**config.mk**
```make
export PLATFORM = sky130hd
export DESIGN_NAME = gpio_inbuf_ctrl
export DESIGN_NICKNAME = d
export VERILOG_FILES = /design/src/rtl/gib_pkg.sv /design/src/rtl/gib_sync.sv /design/src/rtl/gib_edge.sv /design/src/rtl/gib_port.sv /design/src/rtl/gpio_inbuf_ctrl.sv
export SDC_FILE = /design/constraint.sdc
export NUM_CORES = 1
export LEC_CHECK = 0
export BUFFER_PORTS_ARGS = -buffer_cell sky130_fd_sc_hd__buf_4
export CORE_MARGIN = 4
export CORE_UTILIZATION = 47
export CTS_CLUSTER_DIAMETER = 100
export DETAILED_ROUTE_END_ITERATION = 10
export PLACE_DENSITY = 0.69
export SLEW_MARGIN = 30
export SYNTH_ARGS = -nofsm -noshare
export SYNTH_HDL_FRONTEND = slang
export SYNTH_HIERARCHICAL = 1
export SYNTH_SLANG_ARGS = --single-unit
```
**constraint.sdc**
```tcl
create_clock -name clk -period 1.7 [get_ports clk]
set_input_delay 0 -clock clk [delete_from_list [all_inputs] [get_ports clk]]
set_output_delay 0 -clock clk [all_outputs]
set_load 0.02 [all_outputs]
```
**src/rtl/gib_pkg.sv**
```systemverilog
package gib_pkg;
  localparam int REG_W = 8;

  typedef enum logic [1:0] {
    OFS_ENABLE  = 2'd0,
    OFS_PINS    = 2'd1,
    OFS_EDGESEL = 2'd2,
    OFS_FLAGS   = 2'd3
  } gib_ofs_e;

  typedef struct packed {
    logic             hit;
    gib_ofs_e         ofs;
    logic [REG_W-1:0] data;
  } gib_wr_t;
endpackage

```
**src/rtl/gib_sync.sv**
```systemverilog
module gib_sync #(
  parameter int W      = 8,
  parameter int STAGES = 2
) (
  input  logic         clk,
  input  logic         rst,
  input  logic [W-1:0] d,
  output logic [W-1:0] q
);
  logic [W-1:0] chain [STAGES];

  genvar s;
  generate
    for (s = 0; s < STAGES; s++) begin : g_stage
      if (s == 0) begin : g_first
        always_ff @(posedge clk) begin
          if (rst) chain[s] <= '0;
          else     chain[s] <= d;
        end
      end else begin : g_next
        always_ff @(posedge clk) begin
          if (rst) chain[s] <= '0;
          else     chain[s] <= chain[s-1];
        end
      end
    end
  endgenerate

  assign q = chain[STAGES-1];
endmodule

```
**src/rtl/gib_edge.sv**
```systemverilog
module gib_edge #(
  parameter int         W    = 8,
  parameter logic [W-1:0] MASK = '1
) (
  input  logic         clk,
  input  logic         rst,
  input  logic [W-1:0] gated,
  input  logic [W-1:0] falling_sel,
  input  logic         clr_stb,
  input  logic [W-1:0] clr_bits,
  output logic [W-1:0] flags
);
  logic [W-1:0] prev_q;
  logic [W-1:0] rise;
  logic [W-1:0] fall;
  logic [W-1:0] hit;
  logic [W-1:0] clr_mask;

  always_comb begin
    rise     = gated & ~prev_q;
    fall     = ~gated & prev_q;
    hit      = ((rise & ~falling_sel) | (fall & falling_sel)) & MASK;
    clr_mask = clr_stb ? clr_bits : '0;
  end

  always_ff @(posedge clk) begin
    if (rst) begin
      prev_q <= '1;
      flags  <= '0;
    end else begin
      prev_q <= gated;
      flags  <= ((flags & ~clr_mask) | hit) & MASK;
    end
  end
endmodule

```
**src/rtl/gib_port.sv**
```systemverilog
module gib_port
  import gib_pkg::*;
#(
  parameter logic [REG_W-1:0] MASK = '1
) (
  input  logic             clk,
  input  logic             rst,
  input  gib_wr_t          wr,
  input  gib_ofs_e         rd_ofs,
  input  logic [REG_W-1:0] pins,
  output logic [REG_W-1:0] gated,
  output logic [REG_W-1:0] en_q,
  output logic [REG_W-1:0] sel_q,
  output logic [REG_W-1:0] flags,
  output logic [REG_W-1:0] rdata
);
  logic clr_stb;

  always_ff @(posedge clk) begin
    if (rst) begin
      en_q  <= '0;
      sel_q <= '0;
    end else if (wr.hit) begin
      if (wr.ofs == OFS_ENABLE)  en_q  <= wr.data & MASK;
      if (wr.ofs == OFS_EDGESEL) sel_q <= wr.data & MASK;
    end
  end

  assign gated   = pins | ~en_q;
  assign clr_stb = wr.hit && (wr.ofs == OFS_FLAGS);

  gib_edge #(.W(REG_W), .MASK(MASK)) u_edge (
    .clk         (clk),
    .rst         (rst),
    .gated       (gated),
    .falling_sel (sel_q),
    .clr_stb     (clr_stb),
    .clr_bits    (wr.data),
    .flags       (flags)
  );

  always_comb begin
    unique case (rd_ofs)
      OFS_ENABLE:  rdata = en_q;
      OFS_PINS:    rdata = pins;
      OFS_EDGESEL: rdata = sel_q;
      OFS_FLAGS:   rdata = flags;
      default:     rdata = '0;
    endcase
  end
endmodule

```
**src/rtl/gpio_inbuf_ctrl.sv**
```systemverilog
module gpio_inbuf_ctrl
  import gib_pkg::*;
#(
  parameter int                       NUM_PORTS   = 3,
  parameter logic [NUM_PORTS*8-1:0]   PORT_MASKS  = 24'h0F3FFF,
  parameter int                       SYNC_STAGES = 2,
  localparam int                      PORT_W      = (NUM_PORTS > 1) ? $clog2(NUM_PORTS + 1) : 1,
  localparam int                      ADDR_W      = PORT_W + 2,
  localparam int                      PINS        = NUM_PORTS * REG_W
) (
  input  logic              clk,
  input  logic              rst,
  input  logic [ADDR_W-1:0] bus_addr,
  input  logic              bus_wen,
  input  logic [REG_W-1:0]  bus_wdata,
  output logic [REG_W-1:0]  bus_rdata,
  input  logic [PINS-1:0]   pin_in,
  output logic [PINS-1:0]   periph_in,
  output logic [PINS-1:0]   edge_flag
);
  logic [PINS-1:0]   pins_s;
  logic [PINS-1:0]   en_all;
  logic [PINS-1:0]   sel_all;
  logic [REG_W-1:0]  port_rd [NUM_PORTS];
  logic [PORT_W-1:0] port_idx;
  gib_ofs_e          ofs;

  assign port_idx = bus_addr[ADDR_W-1:2];
  assign ofs      = gib_ofs_e'(bus_addr[1:0]);

  gib_sync #(.W(PINS), .STAGES(SYNC_STAGES)) u_sync (
    .clk (clk),
    .rst (rst),
    .d   (pin_in),
    .q   (pins_s)
  );

  genvar p;
  generate
    for (p = 0; p < NUM_PORTS; p++) begin : g_port
      gib_wr_t wr;
      assign wr.hit  = bus_wen && (port_idx == PORT_W'(p));
      assign wr.ofs  = ofs;
      assign wr.data = bus_wdata;

      gib_port #(.MASK(PORT_MASKS[p*REG_W +: REG_W])) u_port (
        .clk    (clk),
        .rst    (rst),
        .wr     (wr),
        .rd_ofs (ofs),
        .pins   (pins_s[p*REG_W +: REG_W]),
        .gated  (periph_in[p*REG_W +: REG_W]),
        .en_q   (en_all[p*REG_W +: REG_W]),
        .sel_q  (sel_all[p*REG_W +: REG_W]),
        .flags  (edge_flag[p*REG_W +: REG_W]),
        .rdata  (port_rd[p])
      );
    end
  endgenerate

  always_comb begin
    bus_rdata = '0;
    for (int i = 0; i < NUM_PORTS; i++) begin
      if (port_idx == PORT_W'(i)) bus_rdata = port_rd[i];
    end
  end
endmodule

```
==> results of run 1 <==
-- flip-flops by register name, indices dropped and copies added, names as in the netlist --
| register | cells |
|---|---|
| u_sync/chain | 48 |
| g_port.u_port/en_q | 18 |
| g_port.u_port/sel_q | 18 |
| g_port.u_port/u_edge/flags | 18 |
| g_port.u_port/u_edge/prev_q | 18 |
-- per-stage QoR --
stage / worst slack [ns] / utilization / TNS [ns]
floorplan: 0.470 / - / 0
global placement: 0.231 / 0.545 / 0
detailed placement: 0.207 / 0.545 / 0
CTS: 0.000265 / 0.637 / 0
global route: -0.0238 / 0.643 / -0.0950
finish: 0.0161 / 0.643 / 0
-- power by group --
group          total [mW]  leakage (nW)  switching [mW]  internal [mW]
Sequential           2.91         0.987          0.0304           2.88
Clock                3.67         0.289            1.32           2.35
Combinational       0.542          1.55           0.258          0.284
-- layer usage --
metal,wire (um),vias up,GRT usage
met5,0,-,0
met4,251,0,0.0831
met3,573,16,0.0433
met2,5500,97,0.299
met1,5680,1814,0.254
li1,-,1859,-
-- timing repair --
action | CTS | global route
setup buffers | 0 | 4
gates resized for setup | 13 | 16
pin swaps | 3 | 7
hold buffers | 33 | 0
endpoints found under the setup margin | 5 | 8
hold endpoints to repair | 89 | 0
-- layout make-up --
type                            instances  area, um^2
Timing Repair Buffer                  127        1070
Clock inverter                         14         174
Clock buffer                           18         439
Tap cell                              140         175
Multi-Input combinational cell        323        2740
Fill cell                             851        3910
Sequential cell                       120        2420
-- worst max-delay path: stages, from the launching register on --
cell       delay, ns
dfxtp_2         0.33
mux4_2          0.52
mux2i_4         0.19
o2bb2ai_2       0.10
buf_6           0.13
-- placed cells by master, fill, tap and decap left out, types with 3 or more instances in the layout --
master / instances
mux2i_4: 3
nand2b_1: 72
mux2i_1: 47
or2_2: 18
clkinvlp_4: 4
clkbuf_16: 17
conb_1: 12
clkinv_4: 3
dfxtp_2: 15
and3_2: 3
o2bb2ai_2: 3
and3b_2: 3
or3b_1: 19
bufinv_16: 3
buf_6: 3
buf_4: 89
a21bo_2: 18
nand3b_1: 20
a31oi_1: 18
dfxtp_1: 104
dlygate4sd3_1: 33
mux4_2: 18
o2bb2ai_1: 5
nor2b_1: 55
-- worst max-delay path by stage --
stage                                     startpoint                  endpoint  slack, ns  cells after the start
global placement                         bus_addr[1]              bus_rdata[2]       0.23                      5
floorplan                                bus_addr[3]  g_port[0].u_port/en_q[2]       0.47                      4
finish              g_port[0].u_port/u_edge/flags[5]              bus_rdata[5]       0.02                      4
CTS                 g_port[0].u_port/u_edge/flags[4]              bus_rdata[4]     0.0003                      4
detailed placement                       bus_addr[0]              bus_rdata[4]       0.21                      5
global route        g_port[0].u_port/u_edge/flags[7]              bus_rdata[7]      -0.02                      4
==> results_dict.tcl, run 1 <==
set metrics [dict create \
    hp-start "bus_addr[1]" \
    antenna_found_initial 0 \
    netlist_instances 470 \
    hold_viol 0 \
    initial_utilization 0.484 \
    r2r_cells 3 \
    synth_area_um2 5290 \
    arrival_ns 1.68 \
    ir_worst_vdd_mv 0.683 \
    max_freq_ghz 0.594 \
    dieArea_um2 13000 \
    cp-start-kind "flip-flop" \
    grt_pass1_wl_um 19400 \
    cp.required_ns 1.70 \
    grt_start_max_net_pins 48 \
    hold_path_class "primary input to flip-flop" \
    grt_pass1_vias 3759 \
    io_pins 95 \
    cts.clk_slew.worst_paths_ns 0.06 \
    ant_nets 0 \
    drt_iter0_drc 185 \
    clock-sinks 120 \
    drc 0 \
    p_leak_nw 2.82 \
    worstMarginPinSlew_ns 0.507 \
    io_buffers 82 \
    fin_hold_ws_ns 0.199 \
    core-area_um2 10900 \
    placed_area_um2 5960 \
    power.density_nw_per_um2 1010 \
    status "completed" \
    cts_tree "yes" \
    grt_usage 0.191 \
    drt_pre_antenna_iters 4 \
    fp-row-count 38 \
    cp_max_fo 3 \
    cts_buffers 17 \
    die_w_um 114 \
    max_cap_violations 0 \
    place_hpwl_um 8260 \
    r2r_slack_ns 0.56 \
    routed_via_density 5.10 \
    yosysWarnings 6 \
    cts_root_buf "clkbuf_16" \
    grt_setup_unrepaired "true" \
    nNetsFinal 628 \
    cts_buffer_depth 2 \
    r2r-end "g_port[1].u_port/u_edge/flags[3]" \
    rr_startpoint "u_sync/chain[1][11]" \
    finalCriticalPeriod_ns 1.68 \
    finalNonFillerCells 742 \
    relSlewSlack 0.662 \
    placedCellCount 673 \
    end_kind "output port" \
    clock_skew_ns 0.00681 \
    routedWlPerCell_um 16.2 \
    die_h_um 114 \
    post-route-cell-area_um2 7030 \
    cts_htree_levels 4 \
    syn_to_final_growth_pct 32.7 \
    clkLatencyLatePin_ns 0.40 \
    gp_congestion 0.869 \
    via_count 3786 \
    num_antenna_cells 0 \
    slew_violations 0 \
    routed_wl_um 12000 \
    whs_path_depth 3 \
    final-setup-viol-count 0 \
    finalCritPeriodShare 0.991 \
    grt_overflow_total 0 \
    drive_above_1_share 0.354 \
    fin_total_pwr_mw 7.12 \
    avgSynthCellArea_um2 11.3 \
    crit_type "flip-flop to output port" \
    hold_path_end "g_port[1].u_port/sel_q[4]" \
]
Note: power is estimated with default switching activity, not from simulation.
==> run 2: changes to the inputs <==
BUFFER_PORTS_ARGS = -buffer_cell sky130_fd_sc_hd__buf_2   (was -buffer_cell sky130_fd_sc_hd__buf_4)
CTS_BUF_LIST = sky130_fd_sc_hd__clkbuf_4 sky130_fd_sc_hd__clkbuf_8   (was unset)
==> run 2 against run 1 <==
  * Sequential share of layout area is 1.6 points higher
  * Clock skew is 0.0049 ns higher
  * The run now ends with negative setup slack left
  * Largest cell class unchanged
  * Critical path type unchanged
  * Clock power is 22% lower
  * Sequential power hardly changed
  * Highest routed layer unchanged
  * Routed wire length is 2.9% higher
==> results_dict.tcl, run 2 (synthesis results as in run 1) <==
set metrics [dict create \
    cts_htree_levels 4 \
    max_freq_ghz 0.583 \
    fp-row-count 38 \
    grt_overflow_total 0 \
    end_kind "output port" \
    setup_tns_ns -0.0212 \
    status "complete, but fails checks" \
    worstMarginPinSlew_ns 0.498 \
    nNetsFinal 638 \
    cts.clk_slew.worst_paths_ns 0.07 \
    crit_type "flip-flop to output port" \
    r2r_cells 3 \
    cts_root_buf "clkbuf_8" \
    dieArea_um2 13000 \
    final-setup-viol-count 2 \
    drive_above_1_share 0.373 \
    fillCellCount 903 \
    io_buffers 82 \
    power.density_nw_per_um2 931 \
    final_util 0.617 \
    cp_max_fo 2 \
    layout_commonest_cell "dfxtp_1" \
    max_cap_violations 0 \
    largest_reg_flops 48 \
    setup_ws_ns -0.0144 \
    die_h_um 114 \
    routedWlPerCell_um 16.4 \
    rr_startpoint "u_sync/chain[1][8]" \
    core-area_um2 10900 \
    grt_start_max_net_pins 57 \
    top_register "u_sync/chain" \
    hold_viol 0 \
    initial_utilization 0.484 \
    switchingPower_mw 1.41 \
    ir_worst_vdd_mv 0.578 \
    gp_congestion 0.839 \
    finalCritPeriodShare 1.01 \
    antenna_found_initial 0 \
    clkLatencyLatePin_ns 0.43 \
    drc 0 \
    fin_hold_ws_ns 0.189 \
    die_w_um 114 \
    cts_buffers 17 \
    switching_share 0.225 \
    endpoint "bus_rdata[3]" \
    grt_pass1_vias 3818 \
    place_hpwl_um 8620 \
    violations "negative setup slack" \
    r2r_slack_ns 0.54 \
    routed_via_density 5.10 \
    final_cell_mix "dfxtp_1, buf_2, nand2b_1, nor2b_1, mux2i_1" \
    combPwrFrac 0.081 \
    arrival_ns 1.71 \
    post-route-cell-area_um2 6750 \
    via_count 3838 \
    cp-start-kind "flip-flop" \
    slowest_stage "mux4_2" \
    syn_to_final_growth_pct 27.4 \
    placedCellCount 675 \
    grt_pass1_wl_um 20000 \
    clock-sinks 120 \
    slew_violations 0 \
    worstPathCellList "mux4_2 > mux2i_2 > o2bb2ai_1 > buf_4" \
    p_leak_nw 2.74 \
    clockPowerShare 0.454 \
    io_pins 95 \
    p_int_mw 4.87 \
    finalCriticalPeriod_ns 1.71 \
    clock_skew_ns 0.0117 \
    power_frac_seq 0.464 \
    hold_path_class "primary input to flip-flop" \
    cp.required_ns 1.70 \
    ant_nets 0 \
    relSlewSlack 0.667 \
    num_antenna_cells 0 \
    drt_iter0_drc 215 \
    grt_usage 0.200 \
    placed_area_um2 5760 \
    finalNonFillerCells 752 \
    cp_slowest_stage_delay_ns 0.48 \
    r2r-end "g_port[1].u_port/u_edge/flags[0]" \
    crit_path_start "g_port[1].u_port/u_edge/flags[3]" \
    cts_tree "yes" \
    routed_wl_um 12300 \
    grt_setup_unrepaired "true" \
    drt_pre_antenna_iters 5 \
    cts_buffer_depth 2 \
]
==> run 2: changes by cell type in the layout (fill, tap and decap cells not counted), sizes merged <==
cell,change
buf,+7
bufinv,+1
clkbuf,+3
clkinv,-1
clkinvlp,-1
dlygate4sd3,+3
inv,-2
==> run 2: worst min-delay path by stage <==
stage	from	end	slack, ns	depth (start not counted)
2_1_floorplan	rst	g_port[2].u_port/u_edge/flags[0]	0.07	1
3_3_place_gp	pin_in[6]	u_sync/chain[0][6]	0.21	2
3_5_place_dp	pin_in[13]	u_sync/chain[0][13]	0.21	2
4_1_cts	bus_wen	g_port[2].u_port/sel_q[0]	0.15	4
5_1_grt	bus_wen	g_port[2].u_port/sel_q[3]	0.21	4
6_report	bus_wen	g_port[2].u_port/sel_q[0]	0.19	4
==> run 2: final cells by class <==
cell class                      count  area [um^2]  area share
Tap cell                          140          175      0.0260
Multi-Input combinational cell    323         2730       0.404
Clock buffer                       21          283      0.0419
Clock inverter                     11          170      0.0252
Sequential cell                   120         2430       0.361
Timing Repair Buffer              137          956       0.142
==> run 2: metrics by stage <==
stage               power [mW]  setup slack [ns]
finish                    6.28           -0.0144
global route              6.52           -0.0742
CTS                       6.33           -0.0577
detailed placement        3.41             0.192
global placement          3.40             0.225
floorplan                 3.28             0.470
==> run 2: repair_timing <==
action                                  in CTS  in global routing
hold buffers                                36                  0
hold endpoints to repair                    72                  0
resized for setup                           25                 17
endpoints found under the setup margin       8                  8
pin swaps                                    8                  3
setup buffers                                6                  3
==> run 2: routing by layer <==
metal / GRT usage / vias up / wire (um)
met5: 0 / - / 0
met2: 0.310 / 114 / 5790
met3: 0.0476 / 18 / 704
met1: 0.269 / 1834 / 5590
met4: 0.0855 / 0 / 262
li1: - / 1872 / -
==> run 2: critical path, delay by kind of cell, from the launching register on <==
kind / cells / cell delay, ns
DFF: 1 / 0.34
AOI/OAI and AO/OA: 1 / 0.09
muxes: 2 / 0.69
buffers and inverters: 1 / 0.16
==> run 2: power by group through the flow <==
stage | Clock [mW] | Combinational, mW | Sequential, mW
2_1_floorplan | 0 | 0.309 | 2.97
3_3_place_gp | 0 | 0.419 | 2.98
3_5_place_dp | 0 | 0.429 | 2.98
4_1_cts | 2.91 | 0.499 | 2.92
5_1_grt | 3.04 | 0.557 | 2.92
6_report | 2.85 | 0.510 | 2.92
